### src/rtl/dwt_pkg.sv
package dwt_pkg;

  typedef enum logic [1:0] {
    ACT_NONE = 2'b00,
    ACT_SET  = 2'b01,
    ACT_CLR  = 2'b10,
    ACT_TGL  = 2'b11
  } act_e;

  // one output's action set; packed MSB first: trigger, wrap, duty
  typedef struct packed {
    act_e onTrig;
    act_e onWrap;
    act_e onDuty;
  } out_act_t;

  // control to datapath strobes
  typedef struct packed {
    logic trig;
    logic run;
  } dwt_strobe_t;

  localparam int SEL_W    = 3;
  localparam int ACT_W    = $bits(out_act_t);
  localparam int MODE_W   = SEL_W + 2 * ACT_W;
  localparam int NUM_OUT  = 2;

  localparam int ADR_MODE  = 0;
  localparam int ADR_DUTYA = 1;
  localparam int ADR_DUTYB = 2;
  localparam int ADR_PER   = 3;
  localparam int ADR_CMD   = 4;

  localparam int CMD_EN   = 0;
  localparam int CMD_DIS  = 1;
  localparam int CMD_TRIG = 2;

  function automatic logic applyAct(act_e a, logic cur);
    case (a)
      ACT_SET: return 1'b1;
      ACT_CLR: return 1'b0;
      ACT_TGL: return ~cur;
      default: return cur;
    endcase
  endfunction

endpackage

### src/rtl/dwt_ctrl.sv
module dwt_ctrl
  import dwt_pkg::*;
#(
  parameter int CNT_W  = 16,
  parameter int ADDR_W = 3
) (
  input  logic                        clk,
  input  logic                        rstN,
  input  logic                        wrEn,
  input  logic [ADDR_W-1:0]           wrAddr,
  input  logic [CNT_W-1:0]            wrData,
  input  logic [ADDR_W-1:0]           rdAddr,
  input  logic [CNT_W-1:0]            cntVal,
  output logic [CNT_W-1:0]            rdData,
  output dwt_strobe_t                 strb,
  output logic [SEL_W-1:0]            clkSel,
  output out_act_t [NUM_OUT-1:0]      actSel,
  output logic [NUM_OUT-1:0][CNT_W-1:0] duty,
  output logic [CNT_W-1:0]            period
);

  logic [MODE_W-1:0] modeReg;
  logic [CNT_W-1:0]  dutyAReg, dutyBReg, perReg;
  logic              running;
  logic              cmdWr;

  assign cmdWr = wrEn && (wrAddr == ADDR_W'(ADR_CMD));

  always_ff @(posedge clk or negedge rstN) begin
    if (!rstN) begin
      modeReg  <= '0;
      dutyAReg <= '0;
      dutyBReg <= '0;
      perReg   <= '0;
      running  <= 1'b0;
    end else begin
      if (wrEn) begin
        case (wrAddr)
          ADDR_W'(ADR_MODE):  modeReg  <= wrData[MODE_W-1:0];
          ADDR_W'(ADR_DUTYA): dutyAReg <= wrData;
          ADDR_W'(ADR_DUTYB): dutyBReg <= wrData;
          ADDR_W'(ADR_PER):   perReg   <= wrData;
          default: ;
        endcase
      end
      if (cmdWr) begin
        if (wrData[CMD_DIS])     running <= 1'b0;
        else if (wrData[CMD_EN]) running <= 1'b1;
      end
    end
  end

  always_comb begin
    case (rdAddr)
      ADDR_W'(ADR_MODE):  rdData = CNT_W'(modeReg);
      ADDR_W'(ADR_DUTYA): rdData = dutyAReg;
      ADDR_W'(ADR_DUTYB): rdData = dutyBReg;
      ADDR_W'(ADR_PER):   rdData = perReg;
      ADDR_W'(ADR_CMD):   rdData = cntVal;
      default:            rdData = '0;
    endcase
  end

  assign strb.trig = cmdWr && wrData[CMD_TRIG];
  assign strb.run  = running;
  assign clkSel    = modeReg[SEL_W-1:0];
  assign actSel[0] = out_act_t'(modeReg[SEL_W +: ACT_W]);
  assign actSel[1] = out_act_t'(modeReg[SEL_W+ACT_W +: ACT_W]);
  assign duty[0]   = dutyAReg;
  assign duty[1]   = dutyBReg;
  assign period    = perReg;

  // disable always wins over enable
  p_dis_stops_r9: assert property (@(posedge clk) disable iff (!rstN)
    (cmdWr && wrData[CMD_DIS]) |=> !strb.run);

  p_en_starts_r9: assert property (@(posedge clk) disable iff (!rstN)
    (cmdWr && wrData[CMD_EN] && !wrData[CMD_DIS]) |=> strb.run);

endmodule

### src/rtl/dwt_datapath.sv
module dwt_datapath
  import dwt_pkg::*;
#(
  parameter int CNT_W   = 16,
  parameter int NUM_DIV = 4
) (
  input  logic                          clk,
  input  logic                          rstN,
  input  logic                          slowTick,
  input  dwt_strobe_t                   strb,
  input  logic [SEL_W-1:0]              clkSel,
  input  out_act_t [NUM_OUT-1:0]        actSel,
  input  logic [NUM_OUT-1:0][CNT_W-1:0] duty,
  input  logic [CNT_W-1:0]              period,
  output logic [CNT_W-1:0]              cntVal,
  output logic [NUM_OUT-1:0]            wave
);

  localparam int PRE_W = 2 * NUM_DIV - 1;

  logic [PRE_W-1:0]   pre;
  logic [NUM_DIV-1:0] divTick;
  logic               tick, step, wrap;
  logic [CNT_W-1:0]   cnt, nextCnt;

  // divide by 2^(2g+1): all low bits of the free prescaler at one
  for (genvar g = 0; g < NUM_DIV; g++) begin : g_div
    assign divTick[g] = &pre[2*g:0];
  end

  always_comb begin
    if (clkSel < SEL_W'(NUM_DIV))       tick = divTick[clkSel[$clog2(NUM_DIV)-1:0]];
    else if (clkSel == SEL_W'(NUM_DIV)) tick = slowTick;
    else                                tick = 1'b0;
  end

  assign step    = strb.run && tick && !strb.trig;
  assign wrap    = (cnt == period);
  assign nextCnt = wrap ? '0 : cnt + 1'b1;

  always_ff @(posedge clk or negedge rstN) begin
    if (!rstN) begin
      pre <= '0;
      cnt <= '0;
    end else begin
      pre <= strb.trig ? '0 : pre + 1'b1;
      if (strb.trig)  cnt <= '0;
      else if (step)  cnt <= nextCnt;
    end
  end

  for (genvar o = 0; o < NUM_OUT; o++) begin : g_out
    logic hit;
    assign hit = (nextCnt == duty[o]);
    always_ff @(posedge clk or negedge rstN) begin
      if (!rstN)           wave[o] <= 1'b0;
      else if (strb.trig)  wave[o] <= applyAct(actSel[o].onTrig, wave[o]);
      else if (step) begin
        if (hit)           wave[o] <= applyAct(actSel[o].onDuty, wave[o]);
        else if (wrap)     wave[o] <= applyAct(actSel[o].onWrap, wave[o]);
      end
    end
  end

  assign cntVal = cnt;

  p_trig_zero_r8: assert property (@(posedge clk) disable iff (!rstN)
    strb.trig |=> (cntVal == '0));

  p_stop_hold_r9: assert property (@(posedge clk) disable iff (!rstN)
    (!strb.run && !strb.trig) |=> $stable(cntVal));

  p_wrap_r2: assert property (@(posedge clk) disable iff (!rstN)
    (step && cnt == period) |=> (cntVal == '0));

  p_quiet_r5: assert property (@(posedge clk) disable iff (!rstN)
    (!step && !strb.trig) |=> $stable(wave));

endmodule

### src/rtl/dual_wave_timer.sv
module dual_wave_timer
  import dwt_pkg::*;
#(
  parameter int CNT_W   = 16,
  parameter int ADDR_W  = 3,
  parameter int NUM_DIV = 4
) (
  input  logic              clk,
  input  logic              rstN,
  input  logic              slowTick,
  input  logic              wrEn,
  input  logic [ADDR_W-1:0] wrAddr,
  input  logic [CNT_W-1:0]  wrData,
  input  logic [ADDR_W-1:0] rdAddr,
  output logic [CNT_W-1:0]  rdData,
  output logic              waveA,
  output logic              waveB
);

  dwt_strobe_t                   strb;
  logic [SEL_W-1:0]              clkSel;
  out_act_t [NUM_OUT-1:0]        actSel;
  logic [NUM_OUT-1:0][CNT_W-1:0] duty;
  logic [CNT_W-1:0]              period, cntVal;
  logic [NUM_OUT-1:0]            wave;

  dwt_ctrl #(.CNT_W(CNT_W), .ADDR_W(ADDR_W)) u_ctrl (
    .clk(clk), .rstN(rstN), .wrEn(wrEn), .wrAddr(wrAddr), .wrData(wrData),
    .rdAddr(rdAddr), .cntVal(cntVal), .rdData(rdData), .strb(strb),
    .clkSel(clkSel), .actSel(actSel), .duty(duty), .period(period)
  );

  dwt_datapath #(.CNT_W(CNT_W), .NUM_DIV(NUM_DIV)) u_dp (
    .clk(clk), .rstN(rstN), .slowTick(slowTick), .strb(strb),
    .clkSel(clkSel), .actSel(actSel), .duty(duty), .period(period),
    .cntVal(cntVal), .wave(wave)
  );

  assign waveA = wave[0];
  assign waveB = wave[1];

endmodule

### config.mk
export PLATFORM = sky130hd
export DESIGN_NAME = dual_wave_timer
export DESIGN_NICKNAME = d
export VERILOG_FILES = /design/src/rtl/dwt_pkg.sv /design/src/rtl/dwt_ctrl.sv /design/src/rtl/dwt_datapath.sv /design/src/rtl/dual_wave_timer.sv
export SDC_FILE = /design/constraint.sdc
export NUM_CORES = 1
export LEC_CHECK = 0
export ABC_AREA = 1
export CAP_MARGIN = 5
export CORE_MARGIN = 2
export CORE_UTILIZATION = 40
export CTS_CLUSTER_DIAMETER = 100
export DETAILED_ROUTE_END_ITERATION = 12
export SKIP_CTS_REPAIR_TIMING = 1
export SYNTH_ARGS = -nofsm -noshare
export SYNTH_HDL_FRONTEND = slang
export SYNTH_SLANG_ARGS = --single-unit
export TNS_END_PERCENT = 1
### constraint.sdc
create_clock -name clk -period 4.72 [get_ports clk]
set_input_delay 1.18 -clock clk [delete_from_list [all_inputs] [get_ports clk]]
set_output_delay 1.18 -clock clk [all_outputs]
set_load 0.02 [all_outputs]
# Word-level counts from Yosys, hierarchy flattened
# Cells that the tools add are included.
[word_totals] register_bits=89 inputBits=26 output_inout_bits=18 elab_cells=97
[op_classes] add_sub_neg=2 n_lt_le_gt_ge=2 eq_ne=34 mux=25 bitwise=2 reduce_logical=23
[ops] cell="16-bit case mux with 5 select lines" count=1
[ops] cell="16-bit equality test" count=3
[ops] cell="16-bit two-way mux" count=3
[ops] cell="2-bit equality test (second input constant)" count=12
[ops] cell="1-bit case mux with 3 select lines" count=6
[ops] cell="16-bit by 1-bit adder with 16-bit output (second input constant)" count=1
[ops] cell="5-bit AND reduction" count=3
[ops] cell="1-bit two-way mux" count=13
[ops] cell="2-bit by 1-bit equality test with 1-bit output (second input constant)" count=6
[ops] cell="3-bit by 2-bit equality test with 1-bit output (second input constant)" count=4
[ops] cell="5-bit by 4-bit inequality test with 1-bit output (second input constant)" count=2
[ops] cell="2-bit AND reduction" count=5
[ops] cell="5-bit nonzero test" count=2
[ops] cell="3-bit equality test (second input constant)" count=3
[ops] cell="4-bit inequality test (second input constant)" count=2
[ops] cell="7-bit by 1-bit adder with 7-bit output (second input constant)" count=1
[ops] cell="7-bit two-way mux" count=1
[ops] cell="7-bit AND reduction" count=1
[ops] cell="3-bit by 1-bit equality test with 1-bit output (second input constant)" count=2
[ops] cell="3-bit logical NOT" count=2
[ops] cell="3-bit nonzero test" count=2
[ops] cell="1-bit logical AND" count=4
[ops] cell="2-bit nonzero test" count=2
[ops] cell="2-bit by 3-bit < comparator with 1-bit output (second input constant)" count=1
[ops] cell="5 further kinds" count=6

# Logic depth before layout (Yosys ltp)
[depth] word_depth=8 ltp_mapped=22 mapped_depth_nobuf=21

# Modules after synthesis
# A second synthesis with hierarchy kept.
[hier_totals] hier_cells=874 hier_area_um2=5953.2
[modules_own_cells] mod="dwt_ctrl" instances=1 cells_per_inst=424 area_per_inst_um2=3339.5 seq_area_each_um2=1601.5
[modules_own_cells] mod="dwt_datapath" instances=1 cells_per_inst=450 area_per_inst_um2=2613.8 seq_area_each_um2=625.6

# Least setup slack after synthesis
# Ideal clock, no wire load.
[synth_path] path_type="input-to-output" startpoint="input port rdAddr[1]" endpoint="output port rdData[12]" arrival_time_ns=2.311 t_required_ns=3.540 path_slack_ns=1.229 cell_stages=4 cell_sequence="nor3_1 clkbuf_1 a221oi_1 o21ai_0"
[synth_via] elab_chain_cells=2 word_cells_on_any_way=6
[synth_rtl] item="start, declared" line="dual_wave_timer.sv:14" text="input logic [ADDR_W-1:0] rdAddr,"
[synth_rtl] item="3-bit equality test, or another cell as far along" line="dwt_ctrl.sv:54" text="case (rdAddr)"
[synth_rtl] item="16-bit case mux with 5 select lines *" line="dwt_ctrl.sv:54"
[synth_rtl] item="end, declared" line="dual_wave_timer.sv:15" text="output logic [CNT_W-1:0] rdData,"
# Mark *: on every way between the ends. The rest lies on a longest branch, timed or not.

# Final worst setup path
[layout_path] startpoint="input port rdAddr[2]" endpoint="output port rdData[2]"
# Same word-level chain as after synthesis.

==> out/metrics.cfg <==
[run_status]
status=complete, no violations

[power_and_ir_drop]
ir_drop_mv=0.198
powerDensity_nw_per_um2=465
power_mw=2.92
leakage_nw=3.08

[clocking]
clkLatencyLatePin_ns=0.35
root_buffer=clkbuf_16
h-tree-depth=3
cts_tree=built
clock_sinks=89
numCtsBuffers=9
cts_buffer_depth=2
clk_pin_slew_ns=0.06

[finish]
instances_no_fill=975
multi_input_area_sq_um=2730
antennaDiodeCount=0
ff_latch_area_sq_um=2230
drive_gt1_frac=0.0776
area_growth_pct=16.1
final_nets=832
fill_cells=1344

[timing]
setup_viol=0
rsz0062_at_grt=no
period_needed_ns=4.41
finalCritPeriodShare=0.935
hold_viol_final=0
fin_setup_tns_ns=0
fmax_ghz=0.227
drv_slew=0
holdWs_ns=0.470
tightest_slew_ns=1.07
clock_skew_ns=0.00694
slew_headroom=0.287

[die]
dieHeight_um=120
chipWidth_um=120
die-area_sq_um=14500
ios=44
num_rows=42
start_util=0.408
coreArea_sq_um=13200

[critical_path]
cp_max_fo=7
endpoint_kind=output pin
critPathRequiredTime_ns=3.54
cp-start-kind=input port
arrival_ns=3.23
critical_path_class=input port to output pin

[logic_synthesis]
synth_area_leaders=dfrtp_1, nand2_1, o21ai_0, inv_1, o22ai_1
synth_area_sq_um=5410
synth-compound-area-share=0.150
synth_nets=789
synth_top_family_by_area=simple AND/OR/NAND/NOR gates
synth_top_area_cell=dfrtp_1
synthAdderAreaFrac=0.0185
synth_cell_type_count=32
yosys_register_bits=89
yosys_warnings=0
avgSynthCellArea_sq_um=7.16
seq_area_frac_synth=0.412
synth-simple-area-share=0.310
synth_cells=755
synthDominantCellAreaShare=0.412
synth.area.mux_share=0
synth-xor-area-share=0.0252

[routing]
drc=0
wl_um=15500
postRouteAntennaNets=0
drt_iter0_drc=460
vias=5114
vias_per_cell=5.25
wl_per_cell_um=15.9
drt_pass1_iterations=5

[placed_design]
dp_hpwl_um=10900
gp_congestion=0.874
dpl.cell_count=963
port_buffers=43

[flow_run]
cap_violations=0

[hold_path]
hp-class=flop to flop

[global_routing]
grt_start_max_net_pins=72
track_usage=0.227
antenna_found_initial=0
grt_overflow=0
grt_pass1_vias=4971
grt_first_pass_wirelength_um=25300

==> layer usage <==
metal	track usage	up-vias	share of wire
li1	-	2535	-
met1	0.301	2419	0.46
met2	0.376	140	0.47
met3	0.0325	20	0.048
met4	0.0916	0	0.023
met5	0	-	0
==> cell usage in the layout (no fill, tap or decap), types with 13 or more instances in the layout <==
cell type        instances
a221oi_1                15
buf_4                   14
clkdlybuf4s50_1         42
dfrtp_1                 89
inv_1                   77
inv_2                   13
nand2_1                263
nand3_1                 34
nand3b_1                20
nor2_1                  49
o21ai_0                 80
o22ai_1                 32
==> final timing paths <==
path | slack, ns | startpoint | to | depth (start not counted)
max | 0.31 | rdAddr[2] | rdData[2] | 8
min | 0.47 | u_dp.pre[3]$_DFF_PN0_ | u_dp.pre[3]$_DFF_PN0_ | 1
max reg2reg | 1.67 | u_dp.cntVal[4]$_DFFE_PN0P_ | u_dp.wave[0]$_DFFE_PN0P_ | 20
min reg2reg | 0.47 | u_dp.pre[3]$_DFF_PN0_ | u_dp.pre[3]$_DFF_PN0_ | 1
max in group asynchronous | 2.89 | rstN | u_ctrl.dutyAReg[0]$_DFFE_PN0P_ | 2
min in group asynchronous | 0.98 | rstN | u_ctrl.dutyAReg[15]$_DFFE_PN0P_ | 1
==> registers in the layout, indices dropped and copies added (netlist names) <==
register	count
u_ctrl.period	16
u_ctrl.running	1
u_ctrl.dutyAReg	16
u_dp.wave	2
u_ctrl.dutyBReg	16
u_dp.cntVal	16
u_ctrl.modeReg	15
u_dp.pre	7
==> worst max-delay path: stages <==
cell             delay (ns)
clkdlybuf4s50_1        0.53
inv_1                  0.09
nand3_1                0.20
buf_4                  0.22
o22ai_1                0.09
a221oi_1               0.20
o21ai_0                0.15
clkdlybuf4s50_1        0.56
==> report_power, final <==
part / switching (mW) / internal, mW
Combinational: 0.680 / 0.437
Clock: 0.289 / 0.343
Sequential: 0.220 / 0.954
==> synthesized netlist by cell type <==
| master | instances |
|---|---|
| nand2_1 | 263 |
| dfrtp_1 | 89 |
| o21ai_0 | 80 |
| inv_1 | 77 |
| nor2_1 | 49 |
| nand3_1 | 34 |
| o22ai_1 | 32 |
| nand3b_1 | 20 |
| clkbuf_1 | 18 |
| a221oi_1 | 15 |
| inv_2 | 13 |
| xor2_1 | 10 |
| nor2_2 | 9 |
| ha_1 | 8 |
| nand2_2 | 5 |
| nor3_1 | 5 |
| a21boi_0 | 3 |
| a21oi_1 | 3 |
| buf_6 | 3 |
| xor2_2 | 3 |
| buf_2 | 2 |
| nand2_4 | 2 |
| nand4_1 | 2 |
| nor2_4 | 2 |
| a21oi_2 | 1 |
| a221o_1 | 1 |
| a31oi_1 | 1 |
| buf_4 | 1 |
| nor3b_1 | 1 |
| o211a_1 | 1 |
| o22a_1 | 1 |
| or2_2 | 1 |
==> final cells by class <==
class / instances / share of cell area
well taps: 176 / 0.0351
flip-flops and latches: 89 / 0.355
clock buffers: 10 / 0.0365
inverters: 90 / 0.0538
clock inverters: 2 / 0.00159
repair buffers: 56 / 0.0837
multi-input cells: 552 / 0.435
==> cells by family after synthesis <==
kind of cell / after synthesis
buf+inv: 114
xor+xnor: 13
simple gates: 393
fa+ha+maj: 8
compound gates: 138
flops: 89
==> stage by stage <==
stage	cell area (sq um)	setup WS, ns	util
detailed placement	6040	0.310	0.456
floorplan	5410	1.23	-
CTS	6280	0.294	0.474
global route	6280	0.150	0.474
finish	6280	0.308	0.474
global placement	6040	0.326	0.456
(Power assumes the default switching activity.)
